$ cat src/rtl/lutn_pkg.sv
`timescale 1ns/1ps
package lutn_pkg;
  // Strobes from control to datapath
  typedef struct packed {
    logic wrGo;   // commit table write
    logic s1En;   // sub-table read stage
    logic s2En;   // adder stage
    logic s3En;   // final-table read stage
  } lutnStrobe_t;
endpackage

$ cat src/rtl/lutn_ctrl.sv
`timescale 1ns/1ps
module lutn_ctrl
  import lutn_pkg::*;
(
  input  logic        clk,
  input  logic        rstN,
  input  logic        inValid,
  input  logic        wrEn,
  output lutnStrobe_t strb,
  output logic        outValid
);
  logic v1, v2, v3;

  always_ff @(posedge clk) begin
    if (!rstN) begin
      v1 <= 1'b0;
      v2 <= 1'b0;
      v3 <= 1'b0;
    end else begin
      v1 <= inValid;
      v2 <= v1;
      v3 <= v2;
    end
  end

  always_comb begin
    strb.s1En = inValid;
    strb.s2En = v1;
    strb.s3En = v2;
    strb.wrGo = wrEn && !(inValid || v1 || v2 || v3);
  end

  assign outValid = v3;


  lat_chk: assert property (@(posedge clk) disable iff (!rstN)
    outValid |-> $past(inValid, 3));
endmodule

$ cat src/rtl/lutn_datapath.sv
`timescale 1ns/1ps
module lutn_datapath
  import lutn_pkg::*;
#(
  parameter int IN_W    = 2,
  parameter int FAN_IN  = 6,
  parameter int GROUP   = 3,
  parameter int SUB_W   = 4,
  parameter int FIN_AW  = 4,
  localparam int NUM_GRP   = FAN_IN / GROUP,
  localparam int GRP_AW    = GROUP * IN_W,
  localparam int SEL_W     = $clog2(NUM_GRP + 1),
  localparam int WR_AW     = (GRP_AW > FIN_AW) ? GRP_AW : FIN_AW,
  localparam int WR_DW     = (SUB_W > IN_W) ? SUB_W : IN_W
) (
  input  logic                     clk,
  input  logic                     rstN,
  input  lutnStrobe_t              strb,
  input  logic [FAN_IN*IN_W-1:0]   inCodes,
  input  logic [SEL_W-1:0]         wrSel,
  input  logic [WR_AW-1:0]         wrAddr,
  input  logic [WR_DW-1:0]         wrData,
  output logic signed [IN_W-1:0]   outCode
);
  localparam int SUB_DEPTH = 1 << GRP_AW;
  localparam int FIN_DEPTH = 1 << FIN_AW;
  localparam int SUM_W     = SUB_W + $clog2(NUM_GRP) + 1;
  localparam logic signed [SUM_W-1:0] FIN_MAX_S = SUM_W'((2 ** (FIN_AW - 1)) - 1);
  localparam logic signed [SUM_W-1:0] FIN_MIN_S = SUM_W'(-(2 ** (FIN_AW - 1)));

  logic signed [SUB_W-1:0] subMem [NUM_GRP][SUB_DEPTH];
  logic signed [IN_W-1:0]  finMem [FIN_DEPTH];
  logic [GRP_AW-1:0]       grpAddr [NUM_GRP];
  logic signed [SUB_W-1:0] subQ [NUM_GRP];
  logic signed [SUM_W-1:0] sumC, sumQ, satV;
  logic [FIN_AW-1:0]       finAddr;

  // Address formation: each group's codes side by side
  for (genvar g = 0; g < NUM_GRP; g++) begin : gAddr
    assign grpAddr[g] = inCodes[g*GRP_AW +: GRP_AW];
  end

  // Table loading
  always_ff @(posedge clk) begin
    for (int g = 0; g < NUM_GRP; g++) begin
      if (strb.wrGo && wrSel == SEL_W'(g))
        subMem[g][wrAddr[GRP_AW-1:0]] <= wrData[SUB_W-1:0];
    end
    if (strb.wrGo && wrSel == SEL_W'(NUM_GRP))
      finMem[wrAddr[FIN_AW-1:0]] <= wrData[IN_W-1:0];
  end

  // Adder across groups, sign extended
  always_comb begin
    sumC = '0;
    for (int g = 0; g < NUM_GRP; g++)
      sumC = sumC + {{(SUM_W-SUB_W){subQ[g][SUB_W-1]}}, subQ[g]};
  end

  // Clamp to final-table range and offset into an address
  always_comb begin
    if (sumQ > FIN_MAX_S)      satV = FIN_MAX_S;
    else if (sumQ < FIN_MIN_S) satV = FIN_MIN_S;
    else                       satV = sumQ;
    finAddr = {~satV[FIN_AW-1], satV[FIN_AW-2:0]};
  end

  always_ff @(posedge clk) begin
    if (!rstN) begin
      for (int g = 0; g < NUM_GRP; g++) subQ[g] <= '0;
      sumQ    <= '0;
      outCode <= '0;
    end else begin
      if (strb.s1En)
        for (int g = 0; g < NUM_GRP; g++) subQ[g] <= subMem[g][grpAddr[g]];
      if (strb.s2En) sumQ    <= sumC;
      if (strb.s3En) outCode <= finMem[finAddr];
    end
  end


  hold_chk: assert property (@(posedge clk) disable iff (!rstN)
    !strb.s3En |=> $stable(outCode));


  sat_hi_chk: assert property (@(posedge clk) disable iff (!rstN)
    (strb.s3En && sumQ > FIN_MAX_S) |-> (finAddr == {FIN_AW{1'b1}}));


  sat_lo_chk: assert property (@(posedge clk) disable iff (!rstN)
    (strb.s3En && sumQ < FIN_MIN_S) |-> (finAddr == '0));


  busy_wr_chk: assert property (@(posedge clk) disable iff (!rstN)
    (strb.s1En || strb.s2En || strb.s3En) |-> !strb.wrGo);
endmodule

$ cat src/rtl/lutn_neuron.sv
`timescale 1ns/1ps
module lutn_neuron
  import lutn_pkg::*;
#(
  parameter int IN_W    = 2,
  parameter int FAN_IN  = 6,
  parameter int GROUP   = 3,
  parameter int SUB_W   = 4,
  parameter int FIN_AW  = 4,
  localparam int NUM_GRP = FAN_IN / GROUP,
  localparam int GRP_AW  = GROUP * IN_W,
  localparam int SEL_W   = $clog2(NUM_GRP + 1),
  localparam int WR_AW   = (GRP_AW > FIN_AW) ? GRP_AW : FIN_AW,
  localparam int WR_DW   = (SUB_W > IN_W) ? SUB_W : IN_W
) (
  input  logic                   clk,
  input  logic                   rstN,
  input  logic                   inValid,
  input  logic [FAN_IN*IN_W-1:0] inCodes,
  input  logic                   wrEn,
  input  logic [SEL_W-1:0]       wrSel,
  input  logic [WR_AW-1:0]       wrAddr,
  input  logic [WR_DW-1:0]       wrData,
  output logic                   outValid,
  output logic signed [IN_W-1:0] outCode
);
  lutnStrobe_t strb;

  lutn_ctrl uCtrl (
    .clk      (clk),
    .rstN     (rstN),
    .inValid  (inValid),
    .wrEn     (wrEn),
    .strb     (strb),
    .outValid (outValid)
  );

  lutn_datapath #(
    .IN_W   (IN_W),
    .FAN_IN (FAN_IN),
    .GROUP  (GROUP),
    .SUB_W  (SUB_W),
    .FIN_AW (FIN_AW)
  ) uDp (
    .clk     (clk),
    .rstN    (rstN),
    .strb    (strb),
    .inCodes (inCodes),
    .wrSel   (wrSel),
    .wrAddr  (wrAddr),
    .wrData  (wrData),
    .outCode (outCode)
  );
endmodule

$ cat config.mk
export PLATFORM = sky130hd
export DESIGN_NAME = lutn_neuron
export DESIGN_NICKNAME = d
export VERILOG_FILES = /design/src/rtl/lutn_pkg.sv /design/src/rtl/lutn_ctrl.sv /design/src/rtl/lutn_datapath.sv /design/src/rtl/lutn_neuron.sv
export SDC_FILE = /design/constraint.sdc
export NUM_CORES = 1
export LEC_CHECK = 0
export ABC_AREA = 1
export CAP_MARGIN = 30
export CORE_ASPECT_RATIO = 0.9
export CORE_MARGIN = 3
export CORE_UTILIZATION = 35
export CTS_BUF_LIST = sky130_fd_sc_hd__clkbuf_4
export DETAILED_ROUTE_END_ITERATION = 6
export SLEW_MARGIN = 20
export SYNTH_ARGS = -nofsm -noshare
export SYNTH_HDL_FRONTEND = slang
export SYNTH_SLANG_ARGS = --single-unit
export TNS_END_PERCENT = 50
$ cat constraint.sdc
create_clock -name clk -period 3.4 [get_ports clk]
set_input_delay 0.51 -clock clk [delete_from_list [all_inputs] [get_ports clk]]
set_output_delay 0.51 -clock clk [all_outputs]
set_load 0.05 [all_outputs]
Word-level counts from Yosys, hierarchy flattened
Memory sizes are Yosys's and may differ from the RTL's. A register that Yosys moved wholly into a read port is not among the register bits. Index checks and enable logic that the tools add are counted. Widths: inputs -> output; s select.

Latch bits: 0. Memory bits (writable): 552. Bits of input ports: 28. Flip-flop bits (word level): 8. Output and inout bits: 3. Bits in read-only memories: 0. Memories kept: 3. Logic and storage cells: 59.

Memories: uDp.subMem (words 2, width 256, rd ports 2, clocked after memory_dff 0, write ports 1, RTL line lutn_datapath.sv:31) `logic signed [SUB_W-1:0] subMem [NUM_GRP][SUB_DEPTH];`; uDp.finMem (words 16, width 2, rd ports 1, clocked after memory_dff 1, write ports 1, RTL line lutn_datapath.sv:32) `logic signed [IN_W-1:0] finMem [FIN_DEPTH];`; uDp.subQ (words 2, width 4, rd ports 2, clocked after memory_dff 0, write ports 2, RTL line lutn_datapath.sv:34) `logic signed [SUB_W-1:0] subQ [NUM_GRP];`.

$mul: 0. Bitwise operators: 6. Shift operators: 0. Add/subtract/negate cells: 1. Equal/unequal tests: 2. Muxes and demuxes: 25. Div/mod/pow operators: 0. Magnitude comparators: 6. Reduce and logical (&&, ||, !) cells: 12.

Operators by type and width (count): $mux 256 (4); $reduce_or 256->1 (1); $bmux 4 s6 (2); $mux 4 (9); $demux 4 s6 (1); $ge 7x7->1 const B (3); $not 6->7 (3); $mux 1 (9); $lt 7x1->1 const B (1); $add 4x4->5 (1); $gt 5x4->1 const B (1); $logic_and 1x1->1 (5); $lt 5x4->1 const B (1); $logic_or 1x1->1 (3); $eq 2x1->1 const B (1); $eq 2x2->1 const B (1); $logic_not 1->1 (2); $logic_not 2->1 (1); $or 1x1->1 (2); $not 1->1 (1).

Depth between registers and ports, before layout
Depth after elaboration: 10. Gate-level depth with buffers: 12. Depth with buffers taken out: 12.

By module
From an unflattened synthesis, not the netlist that was laid out.

Cell total of the unflattened synthesis: 2190. Area total of the unflattened synthesis: 23941.7 um2.

By module, submodules not included: lutn_datapath (cells an instance 2172, area an instance 23811.6 um2, instances 1, sequential area each 16716.0 um2); lutn_ctrl (cells an instance 18, area an instance 130.1 um2, instances 1, sequential area each 60.1 um2).

Least setup slack after synthesis
No wires, ideal clock.

Path kind: input port to flip-flop. Start: input port inValid. End: memory uDp.subMem[0][220] (netlist bit) (enable). Required time: 3.039 ns. Buffers on the path: 1. Arrival: 1.564 ns. Setup time: 0.361 ns. Path slack: 1.475 ns. Stages on the path: 6. Cell sequence: inv_1 -> nand2_1 -> nor4_4 -> nand3_2 -> buf_2 -> nor3_1.

Longest elaborated chain between the ends: 10. Elaborated cells on any way between the ends: 14. Those cells by class: mux: 6; reduce/logical: 8.

RTL lines: start: declaration (RTL line lutn_neuron.sv:18) `input logic inValid,`; $logic_or 1x1->1 (*) (3 in a row) (RTL line lutn_ctrl.sv:30) `strb.wrGo = wrEn && !(inValid || v1 || v2 || v3);`; $logic_not 1->1 (*) (RTL line lutn_ctrl.sv:30); $logic_and 1x1->1 (*) (RTL line lutn_ctrl.sv:30); $logic_and 1x1->1 (RTL line lutn_datapath.sv:46) `if (strb.wrGo && wrSel == SEL_W'(g))`; $mux 1 (RTL line lutn_datapath.sv:46); $mux 256 (implied by the code) (RTL line lutn_datapath.sv:47) `subMem[g][wrAddr[GRP_AW-1:0]] <= wrData[SUB_W-1:0];`; $reduce_or 256->1 (no line); $mux 1 (no line) / $mux 256 (equally long branches); end: declaration (RTL line lutn_datapath.sv:31).

Mark *: on every way between the ends. The rest lies on a longest branch, timed or not.

Final worst setup path
Start: register uCtrl.v3, in the netlist uCtrl.outValid. End: output port outValid.

RTL lines: start: declaration (RTL line lutn_ctrl.sv:12) `logic v1, v2, v3;`; start signal: assignment (RTL line lutn_ctrl.sv:22) `v3 <= v2;`; end: declaration (RTL line lutn_neuron.sv:24) `output logic outValid,`.

No word-level cell between the ends.

==> metrics.md <==
| Metric | Value |
|---|---|
| Status | complete, no violations |
| Hold crit path type | in -> reg |
| Clk buf depth | 3 |
| Worst Setup Start Kind | flip-flop |
| Die Area | 71100 sq um |
| CORE AREA | 67110 sq um |
| I/O pins | 31 |
| Synth top area cells | edfxtp_1 70%, nand2_1 12%, nand3_1 9.7%, nor2_1 2.2%, buf_2 1.5% |
| WL final | 61120 um |
| Final Max Tran Viols | 0 |
| CTS tree | built |
| Number of global-route vias before repair | 16250 |
| Syn nets | 2221 |
| Total number of H-tree levels | 4 |
| Endpoints failing hold | 0 |
| Vias per cell | 5.075 |
| Post-synth EDFFs | 552 |
| Min cycle time layout | 2.538 ns |
| Fmax | 0.3940 GHz |
| Die height | 253.3 um |
| Hold Worst Slack | 0.1371 ns |
| CTS resizes | 0 |
| Slew HR | 48.35% |
| #FFs+latches synth | 562 |
| Biggest area consumer among synthesized cells | edfxtp_1 |
| RSZ-0062 raised after global routing | false |
| Cells after Synth | 2188 |
| Clock Sinks | 562 |
| Unique cell type count in the Yosys netlist | 27 |
| CP Cell Sequence | clkdlybuf4s50_1 |
| Layout area overhead | 12.87% |
| # nets final | 2330 |
| Antenna-violating nets left | 0 |
| Initial Utilization | 35.43% |
| Hold_buf cts | 0 |
| Worst path arrival time | 2.03 ns |
| Slowest stage delay, CP | 0.82 ns |
| Layout Cells excl Fill | 3259 |
| Setup Skew | 0.03710 ns |
| Beginning of the critical path | uCtrl.outValid |
| CP endpoint | outValid |
| Buffers on Ports | 30 |
| Share of cells above drive strength 1 | 12.16% |
| GRT Overall Usage | 17.18% |
| FFs w/ async S/R, synth | 0% |
| Clk Latency, worst-skew pair | 0.84 ns |
| Pre-antenna DRT Iters | 6 |
| Synth Area per Inst | 10.87 sq um |
| Tightest Pin Transition | 0.7747 ns |
| Root Buffer Master | clkbuf_4 |
| Post-route clock period utilization | 74.64% |
| CP max-delay cell | clkdlybuf4s50_1 |
| Leak Pwr | 9.720 nW |
| Iter 0 DRT Violations | 1750 |
| Crit path max-delay family | buffers and inverters |
| Required time worst endpoint | 2.89 ns |
| Depth of the worst register-to-register path | 4 |
| Die W | 280.7 um |
| Seq/Total Area, Yosys | 70.55% |
| Crit path depth | 1 |
| DR vias | 16540 |
| CTS buffer count | 142 |
| Routed wl met2 | 28530 um |
| Pin count of the biggest net entering global routing | 129 |
| FILL cells | 6452 |
| Max-cap violations | 0 |
| Grt ovf | 0 |
| Cell Area, Synth | 23780 sq um |
| First-pass GRT wire length | 93290 um |
| Drt drc | 0 |
| Flop-to-flop setup slack | 1.27 ns |
| End of the worst register-to-register path | uDp.subMem[0][227] |
| Number of setup buffers added after CTS | 0 |
| Rows | 90 |
| Gpl congestion | 0.9365 |
| Post-Place Cell Area | 25160 sq um |
| Max Used Layer | met4 |
| Routed WL per cell | 18.75 um |
| Setup TNS Final | 0 ns |
| Final instance area | 26840 sq um |
| Critical Path Sink Type | output port |
| Crit Path Category | reg -> out |
| WP buf/inv | 1 |
| Peak VDD IR | 236.3 uV |
| Top-area cell type share of the netlist area | 69.71% |
| R2R Path Start | uCtrl.v1 |
| # setup viols final | 0 |
| Met3 WL | 4906 um |
| Wire length on met1 | 26480 um |
| Placed cell count | 3027 |
| Synth warnings | 0 |
| Final HPWL DP | 39330 um |
| CP max FO | 2 |
| Initial antenna violation count | 1 |
| Ys flop type | edfxtp_1 |
| Pwr per Cell Area | 522.0 nW/um^2 |
| Worst-path clk slew | 0.06 ns |
-- worst min-delay path by stage --
stage | startpoint | to | slack (ns) | cells past startpoint
after floorplan | uDp.sumQ[0] | uDp.sumQ[0] | 0.47 | 2
after global placement | uDp.sumQ[0] | uDp.sumQ[0] | 0.49 | 2
after detailed placement | uDp.sumQ[0] | uDp.sumQ[0] | 0.50 | 2
after CTS | wrData[2] | uDp.subMem[0][266] | 0.06 | 1
after global routing | wrData[2] | uDp.subMem[0][266] | 0.06 | 1
final | wrData[2] | uDp.subMem[0][266] | 0.14 | 1
-- where the power goes --
| part | internal, mW | leakage, nW | switching (mW) |
|---|---|---|---|
| registers | 7.62 | 5.06 | 0.0147 |
| clock network | 2.81 | 1.01 | 2.59 |
| logic | 0.265 | 3.66 | 0.703 |
| total | 10.7 | 9.72 | 3.31 |
-- placed cells by master (no fill, tap or decap), types with 22 or more instances in the layout --
master / Yosys / routed
buf_4: 2 / 52
clkbuf_4: 0 / 191
clkdlybuf4s50_1: 0 / 22
inv_1: 74 / 72
nor2_1: 138 / 138
nand2_1: 751 / 751
clkinv_1: 0 / 25
edfxtp_1: 552 / 552
nand3_1: 463 / 463
nor3_1: 29 / 29
-- metrics by stage --
stage | worst slack [ns] | power [mW] | util [%]
after floorplan | 1.475 | 8.339 | -
after detailed placement | 0.6039 | 8.743 | 37.49
final | 0.8621 | 14.01 | 39.99
after global routing | 0.7315 | 14.63 | 39.99
after CTS | 0.7532 | 14.17 | 39.98
after global placement | 0.5824 | 8.730 | 37.49
-- state kept, by name, summed over array words and instances, names as in the netlist --
register,flops
uDp.subQ,8
uDp.finMem,32
uCtrl.outValid,1
uCtrl.v1,1
uDp.sumQ,5
uDp.outCode,2
uDp.subMem,512
uCtrl.v2,1
-- layer usage --
metal	vias up	track usage (%)
li1	7827	-
met1	7933	23.10
met2	683	27.50
met3	96	4.425
met4	0	5.119
met5	-	0
-- synth_stat cells, types with 10 or more instances --
master / instances
nand2_1: 751
edfxtp_1: 552
nand3_1: 463
nor2_1: 138
inv_1: 74
buf_2: 72
clkbuf_1: 35
nor3_1: 29
a21oi_1: 14
buf_1: 13
dfxtp_1: 10
-- cell type report --
class                      count  area (sq um)  share of cell area, %
tap                          874          1094                  4.075
clock inverter                40         241.5                 0.8998
clock buffer                 191          1434                  5.343
antenna                        1         2.502               0.009324
multi-input combinational   1426          6146                  22.90
timing repair buffer          88         852.1                  3.175
inverter                      77         291.5                  1.086
sequential                   562         16780                  62.51
-- cells by family after synthesis --
logic type | share of synthesized area [%]
DFF | 70.55
AOI/OAI and AO/OA | 0.5052
and+or+nand+nor | 24.97
adders and majority gates | 0.2947
xor gates and xnor gates | 0.07368
buffers and inverters | 3.599
(Power assumes the default switching activity.)
